<file path="src/rtl/cds_pkg.sv">
package cds_pkg;

    localparam int RATE_W = 32;
    localparam int DIV_W  = 7;
    localparam int PROD_W = RATE_W + 2;

    localparam logic [DIV_W-1:0] CAP_LO  = DIV_W'(16);
    localparam logic [DIV_W-1:0] CAP_MID = DIV_W'(32);
    localparam logic [DIV_W-1:0] CAP_HI  = DIV_W'(64);

    typedef enum logic [2:0] {
        ST_IDLE,
        ST_QSTART,
        ST_QSTOP,
        ST_RATE,
        ST_OFFER
    } cds_state_e;

    typedef struct packed {
        logic [RATE_W-1:0] parent;
        logic              dbl;
        logic [RATE_W-1:0] min_eff;
        logic [RATE_W-1:0] hw_eff;
        logic [DIV_W-1:0]  cap;
        logic              bypass;
    } cds_req_t;

    function automatic logic [DIV_W-1:0] cap_decode(input logic [1:0] sel);
        case (sel)
            2'd0:    return CAP_LO;
            2'd1:    return CAP_MID;
            default: return CAP_HI;
        endcase
    endfunction

    function automatic logic [RATE_W-1:0] at_least_one(input logic [RATE_W-1:0] v);
        return (v == '0) ? RATE_W'(1) : v;
    endfunction

endpackage

</file>
<file path="src/rtl/cds_udiv.sv">
module cds_udiv #(
    parameter int N_W = 34,
    parameter int D_W = 32
) (
    input  logic           clk,
    input  logic           rst,
    input  logic           go_i,
    input  logic [N_W-1:0] dvd_i,
    input  logic [D_W-1:0] dsr_i,
    output logic           done_o,
    output logic [N_W-1:0] quo_o
);
    localparam int C_W = $clog2(N_W + 1);

    logic [N_W-1:0] sh_q, quo_q;
    logic [D_W-1:0] rem_q, dsr_q;
    logic [C_W-1:0] cnt_q;
    logic           run_q, done_q;
    logic [D_W:0]   trial, diff;
    logic           fits;

    always_comb begin
        trial = {rem_q, sh_q[N_W-1]};
        diff  = trial - {1'b0, dsr_q};
        fits  = trial >= {1'b0, dsr_q};
    end

    always_ff @(posedge clk) begin
        if (rst) begin
            sh_q   <= '0;
            quo_q  <= '0;
            rem_q  <= '0;
            dsr_q  <= '0;
            cnt_q  <= '0;
            run_q  <= 1'b0;
            done_q <= 1'b0;
        end else begin
            done_q <= 1'b0;
            if (go_i) begin
                sh_q  <= dvd_i;
                dsr_q <= dsr_i;
                rem_q <= '0;
                quo_q <= '0;
                cnt_q <= '0;
                run_q <= 1'b1;
            end else if (run_q) begin
                sh_q  <= {sh_q[N_W-2:0], 1'b0};
                quo_q <= {quo_q[N_W-2:0], fits};
                rem_q <= fits ? diff[D_W-1:0] : trial[D_W-1:0];
                cnt_q <= cnt_q + C_W'(1);
                if (cnt_q == C_W'(N_W - 1)) begin
                    run_q  <= 1'b0;
                    done_q <= 1'b1;
                end
            end
        end
    end

    assign done_o = done_q;
    assign quo_o  = quo_q;
endmodule

</file>
<file path="src/rtl/cds_clamp.sv">
module cds_clamp #(
    parameter int Q_W = 34,
    parameter int D_W = 7
) (
    input  logic [Q_W-1:0] quo_i,
    input  logic [D_W-1:0] cap_i,
    output logic [D_W-1:0] upper_o,
    output logic [D_W:0]   lower_o
);
    localparam logic [D_W:0] SAT = (D_W + 1)'(1) << D_W;

    always_comb begin
        // upper bound: never above the cap
        if (quo_i > Q_W'(cap_i)) upper_o = cap_i;
        else                     upper_o = quo_i[D_W-1:0];
        // lower bound: at least one, saturated beyond any legal divider
        if (quo_i == '0)               lower_o = (D_W + 1)'(1);
        else if (quo_i >= Q_W'(SAT))   lower_o = SAT;
        else                           lower_o = quo_i[D_W:0];
    end
endmodule

</file>
<file path="src/rtl/clkdiv_search.sv">
module clkdiv_search
    import cds_pkg::*;
(
    input  logic                clk,
    input  logic                rst,
    input  logic                start_i,
    input  logic                bypass_i,
    input  logic [RATE_W-1:0]   parent_rate_i,
    input  logic                mult_sel_i,
    input  logic [RATE_W-1:0]   min_rate_i,
    input  logic [RATE_W-1:0]   max_rate_i,
    input  logic [1:0]          div_cap_sel_i,
    input  logic [RATE_W-1:0]   cur_rate_i,
    output logic                busy_o,
    output logic                cand_valid_o,
    input  logic                cand_ready_i,
    input  logic                cand_accept_i,
    output logic [DIV_W-1:0]    cand_div_o,
    output logic [RATE_W:0]     cand_rate_o,
    output logic                done_o,
    output logic                found_o,
    output logic [DIV_W-1:0]    result_div_o
);
    cds_state_e         st_q;
    cds_req_t           req_q;
    logic               go_q;
    logic [DIV_W-1:0]   div_q;
    logic [DIV_W:0]     stop_q;
    logic [RATE_W:0]    rate_q;
    logic               found_q, done_q;
    logic [DIV_W-1:0]   res_q;

    logic [PROD_W-1:0]  prod, dvd, quo;
    logic [RATE_W-1:0]  dsr;
    logic               udone;
    logic [DIV_W-1:0]   upper;
    logic [DIV_W:0]     lower;

    always_comb begin
        prod = req_q.dbl ? {1'b0, req_q.parent, 1'b0} : {2'b00, req_q.parent};
        case (st_q)
            ST_QSTART: begin
                dvd = prod;
                dsr = req_q.min_eff;
            end
            ST_QSTOP: begin
                // ceiling division: (a + b - 1) / b
                dvd = prod + PROD_W'(req_q.hw_eff) - PROD_W'(1);
                dsr = req_q.hw_eff;
            end
            default: begin
                dvd = PROD_W'(req_q.parent);
                dsr = RATE_W'(div_q);
            end
        endcase
    end

    cds_udiv #(.N_W(PROD_W), .D_W(RATE_W)) i_udiv (
        .clk    (clk),
        .rst    (rst),
        .go_i   (go_q),
        .dvd_i  (dvd),
        .dsr_i  (dsr),
        .done_o (udone),
        .quo_o  (quo)
    );

    cds_clamp #(.Q_W(PROD_W), .D_W(DIV_W)) i_clamp (
        .quo_i   (quo),
        .cap_i   (req_q.cap),
        .upper_o (upper),
        .lower_o (lower)
    );

    always_ff @(posedge clk) begin
        if (rst) begin
            st_q    <= ST_IDLE;
            req_q   <= '0;
            go_q    <= 1'b0;
            div_q   <= '0;
            stop_q  <= '0;
            rate_q  <= '0;
            found_q <= 1'b0;
            done_q  <= 1'b0;
            res_q   <= '0;
        end else begin
            go_q   <= 1'b0;
            done_q <= 1'b0;
            case (st_q)
                ST_IDLE: begin
                    if (start_i) begin
                        req_q.parent  <= parent_rate_i;
                        req_q.dbl     <= mult_sel_i;
                        req_q.min_eff <= at_least_one(min_rate_i);
                        req_q.hw_eff  <= at_least_one(max_rate_i);
                        req_q.cap     <= cap_decode(div_cap_sel_i);
                        req_q.bypass  <= bypass_i;
                        found_q       <= 1'b0;
                        res_q         <= '0;
                        if (bypass_i) begin
                            div_q  <= DIV_W'(1);
                            rate_q <= {1'b0, cur_rate_i};
                            st_q   <= ST_OFFER;
                        end else begin
                            go_q <= 1'b1;
                            st_q <= ST_QSTART;
                        end
                    end
                end
                ST_QSTART: begin
                    if (udone) begin
                        div_q <= upper;
                        go_q  <= 1'b1;
                        st_q  <= ST_QSTOP;
                    end
                end
                ST_QSTOP: begin
                    if (udone) begin
                        stop_q <= lower;
                        if ({1'b0, div_q} < lower) begin
                            done_q <= 1'b1;
                            st_q   <= ST_IDLE;
                        end else begin
                            go_q <= 1'b1;
                            st_q <= ST_RATE;
                        end
                    end
                end
                ST_RATE: begin
                    if (udone) begin
                        rate_q <= req_q.dbl ? {quo[RATE_W-1:0], 1'b0}
                                            : {1'b0, quo[RATE_W-1:0]};
                        st_q   <= ST_OFFER;
                    end
                end
                ST_OFFER: begin
                    if (cand_ready_i) begin
                        if (cand_accept_i) begin
                            found_q <= 1'b1;
                            res_q   <= div_q;
                            done_q  <= 1'b1;
                            st_q    <= ST_IDLE;
                        end else if (req_q.bypass || ({1'b0, div_q} <= stop_q)) begin
                            done_q <= 1'b1;
                            st_q   <= ST_IDLE;
                        end else begin
                            div_q <= div_q - DIV_W'(1);
                            go_q  <= 1'b1;
                            st_q  <= ST_RATE;
                        end
                    end
                end
                default: st_q <= ST_IDLE;
            endcase
        end
    end

    assign busy_o       = (st_q != ST_IDLE);
    assign cand_valid_o = (st_q == ST_OFFER);
    assign cand_div_o   = div_q;
    assign cand_rate_o  = rate_q;
    assign done_o       = done_q;
    assign found_o      = found_q;
    assign result_div_o = res_q;
endmodule

</file>
<file path="config.mk">
export PLATFORM = sky130hd
export DESIGN_NAME = clkdiv_search
export DESIGN_NICKNAME = d
export VERILOG_FILES = /design/src/rtl/cds_pkg.sv /design/src/rtl/cds_udiv.sv /design/src/rtl/cds_clamp.sv /design/src/rtl/clkdiv_search.sv
export SDC_FILE = /design/constraint.sdc
export NUM_CORES = 1
export LEC_CHECK = 0
export CORE_MARGIN = 2
export CORE_UTILIZATION = 40
export DETAILED_ROUTE_END_ITERATION = 8
export DONT_BUFFER_PORTS = 1
export PLACE_DENSITY = 0.56
export SYNTH_ARGS = -nofsm -noshare
export SYNTH_HDL_FRONTEND = slang
export SYNTH_SLANG_ARGS = --single-unit
</file>
<file path="constraint.sdc">
create_clock -name clk -period 4.8 [get_ports clk]
set_input_delay 0.72 -clock clk [delete_from_list [all_inputs] [get_ports clk]]
set_output_delay 0.72 -clock clk [all_outputs]
set_load 0.01 [all_outputs]
</file>
==> flow_metrics.py <==
metrics = {
    "sta": {
        "setup_viol": 0,
        "fin_crit_sh_pct": 79.3,
        "hold_violations": 0,
        "slew_viol_final": 0,
        "rsz0062_at_grt": "no",
        "setup_slack_ps": 992,
        "fmax_ghz": 0.263,
        "final.min_clock_period_ps": 3810,
        "finalSetupTns_ps": 0,
        "slew-limit-headroom_pct": 29.1,
        "tightest_slew_ps": 1060,
        "clock_skew_ps": 7.15,
    },
    "placement": {
        "port_buffers": 0,
        "dp_hpwl_mm": 38.2,
        "finalWeightedCongestion": 0.899,
        "place_area_um2": 18400,
        "place_ws_ps": 1000,
        "dp.cells": 2817,
    },
    "cts": {
        "postCtsHoldBufs": 0,
        "numCtsBuffers": 37,
        "cts.htree.levels": 2,
        "cts_setup_buffers": 0,
        "numClockSinks": 302,
        "cts_tree": "built",
        "insertion_delay_ps": 560,
        "cts_resized": 0,
        "root_buffer": "clkbuf_16",
        "path_clk_slew_ps": 60,
        "clockBufferDepth": 3,
    },
    "pwr": {
        "switching_power_w": 0.00276,
        "p_int_w": 0.00528,
        "power_leakage_nw": 7.30,
        "powerDensity_nw_per_um2": 410,
        "peakVddDrop_v": 0.000254,
        "pwr-share-comb_pct": 29.4,
        "switching_share_pct": 34.3,
        "power_frac_seq_pct": 35.2,
        "clock_power_share_pct": 35.4,
    },
    "global_route": {
        "grt_pass1_wl_mm": 85.4,
        "grt_pass1_vias": 15667,
        "antenna_found_initial": 0,
        "grt_use_total_pct": 22.5,
        "grt.overflow.total": 0,
        "grt_start_max_net_pins": 233,
    },
    "route": {
        "drt-wirelength-per-cell_um": 18.7,
        "vias": 16257,
        "via_per_inst": 5.64,
        "drt_iter0_markers": 1121,
        "drt_pass1_iterations": 5,
        "ant_nets": 0,
        "drc": 0,
        "wirelength_mm": 53.8,
    },
    "setup_path": {
        "path_delay_family": "compound AO/OA/AOI/OAI gates",
        "critPathCaptureType": "register",
        "crit_slowest_cell": "dfxtp_4",
        "slowest_delay_ps": 640,
        "crit_type": "register to register",
        "crit_arrival_ps": 4260,
        "start_kind": "register",
        "critPathMostFrequentCell": "o21ai_2",
        "path_max_fanout": 27,
        "crit_chain": "mux2i_1, ha_1, inv_1, ha_1, fa_1, a211oi_2, o21bai_1, o21ai_2, a211oi_2, o21ai_2, o21ai_2, a211o_1, a2111o_1, and3b_1",
        "cp.required_ps": 5250,
        "cp_num_buf_inv": 1,
    },
    "synth": {
        "synth_edf_count": 0,
        "synth_warnings": 0,
        "synth_cell_types": 89,
        "ys_seq_elements": 302,
        "syn-cell-area_um2": 18100,
        "seq_area_frac_synth_pct": 33.4,
        "ys_async_sr_fraction_pct": 0,
        "synth_fp_nets": 2619,
        "netlist_instances": 2365,
        "synth_top_flop_cell": "dfxtp_1",
        "synth_area_per_cell_um2": 7.66,
    },
    "floorplanning": {
        "die_area_um2": 47000,
        "chipWidth_um": 217,
        "io_pins": 188,
        "initial_core_util_pct": 40.8,
        "die_h_um": 217,
        "core_um2": 44400,
        "row_count": 77,
    },
    "final_layout": {
        "final_area_um2": 19600,
        "final-instance-count-excl-fill": 2882,
        "final_nets": 2518,
        "num_antenna_cells": 0,
        "drive_above_1_share_pct": 5.20,
        "fillers": 4520,
        "area_growth_syn_to_layout_pct": 8.38,
    },
    "job": {
        "maxCapViolCount": 0,
    },
    "min_path": {
        "hold_class": "input port to register",
    },
    "run_status": {
        "status": "finished clean",
    },
}
kinds of logic after synthesis:
group,count (synthesis),share of synthesized area (%)
multiplexers,104,5.75
AND/OR/NAND/NOR,814,19.9
AO/OA/AOI/OAI,656,23.6
flip-flops,302,33.4
XOR/XNOR,48,2.32
adder cells (fa/ha/maj),117,8.17
buffers and inverters,324,6.92
cell usage in the layout, fill, tap and decap left out, types with 7 or more instances in the layout:
cell type / synthesis / routed
nor4_1: 28 / 28
inv_1: 164 / 164
nor2_1: 270 / 268
a211oi_1: 99 / 99
nor2b_1: 7 / 7
buf_4: 3 / 20
and2_1: 27 / 27
or3_1: 10 / 9
nand4_1: 16 / 16
ha_1: 115 / 115
and3_1: 9 / 9
xor2_1: 22 / 22
a22oi_1: 34 / 33
mux2i_1: 103 / 103
nor3_1: 52 / 52
a21oi_1: 250 / 250
o21bai_1: 10 / 10
clkbuf_1: 123 / 9
a21o_1: 26 / 26
o21a_1: 18 / 18
o31ai_1: 8 / 8
clkbuf_16: 0 / 37
a311oi_1: 11 / 11
nand3_1: 38 / 38
nand2b_1: 10 / 10
xnor2_1: 26 / 26
nand2_1: 310 / 310
dfxtp_1: 302 / 299
o21ai_0: 79 / 79
a221oi_1: 13 / 13
a31oi_1: 28 / 28
clkbuf_8: 0 / 7
Yosys cell counts (5+ instances only):
master / n / area [um^2]
a21oi_1: 250 / 1250
inv_1: 164 / 616
mux2i_1: 103 / 1030
ha_1: 115 / 1440
a41oi_1: 6 / 52.6
buf_1: 18 / 67.6
xnor2_1: 26 / 228
nand4_1: 16 / 100
nor4_1: 28 / 175
buf_2: 15 / 75.1
o211ai_1: 5 / 37.5
a211oi_1: 99 / 743
nand3_1: 38 / 190
dfxtp_1: 302 / 6050
and3_1: 9 / 56.3
nor2_1: 270 / 1010
o21a_1: 18 / 135
a21o_1: 26 / 195
nor3b_1: 5 / 37.5
a221oi_1: 13 / 114
clkbuf_1: 123 / 462
nand3b_1: 6 / 45.0
a311oi_1: 11 / 96.3
o21ai_2: 5 / 43.8
nand2_1: 310 / 1160
nor2b_1: 7 / 43.8
and2_1: 27 / 169
o21bai_1: 10 / 75.1
xor2_1: 22 / 193
o21ai_0: 79 / 395
o21ai_1: 5 / 25.0
nand2b_1: 10 / 62.6
a31oi_1: 28 / 175
o31ai_1: 8 / 60.1
nor3_1: 52 / 260
or3_1: 10 / 62.6
a22oi_1: 34 / 255
worst paths after layout:
| path | slack (ps) | depth (start not counted) | start | endpoint |
|---|---|---|---|---|
| worst max register to register | 990 | 14 | req_q[72] | i_udiv.sh_q[33] |
| worst max-delay path | 990 | 14 | req_q[72] | i_udiv.sh_q[33] |
| worst min register to register | 450 | 2 | req_q[57] | req_q[57] |
| worst min-delay path | 290 | 2 | max_rate_i[26] | req_q[34] |
routing by layer:
layer	share of wire, %	global-route usage, %
met5	0	0
met4	3.4	8.52
met3	5.0	4.26
met2	46	36.8
met1	46	29.5
per-stage QoR:
step | hold WS, ps | utilization [%] | power [W]
finish | 292 | 44.2 | 0.00804
global route | 251 | 44.2 | 0.00851
CTS | 230 | 44.2 | 0.00811
detailed placement | 449 | 41.4 | 0.00523
global placement | 442 | 41.4 | 0.00521
floorplan | 436 | - | 0.00476
power by group through the flow:
stage	Sequential [W]	Clock (W)	Combinational, W
after detailed placement	0.00289	0	0.00234
after global routing	0.00285	0.00300	0.00265
after global placement	0.00288	0	0.00232
after floorplan	0.00280	0	0.00196
after CTS	0.00283	0.00291	0.00236
final	0.00283	0.00285	0.00236
state kept, by name (all words and copies together), names as in the netlist, 7 cells and up:
signal,cells
req_q,101
i_udiv.quo_o,34
stop_q,8
result_div_o,7
i_udiv.rem_q,32
i_udiv.dsr_q,32
i_udiv.sh_q,34
cand_rate_o,33
cand_div_o,7
area by class of cell:
| cell class | count | area, um^2 | area share (%) |
|---|---|---|---|
| flip-flops and latches | 302 | 6060 | 30.9 |
| multi-input cells | 1739 | 10800 | 55.2 |
| well taps | 592 | 741 | 3.77 |
| clock inverters | 12 | 166 | 0.848 |
| inverters | 164 | 616 | 3.14 |
| clock buffers | 53 | 1060 | 5.38 |
| repair buffers | 20 | 150 | 0.765 |
(Power assumes the default switching activity.)
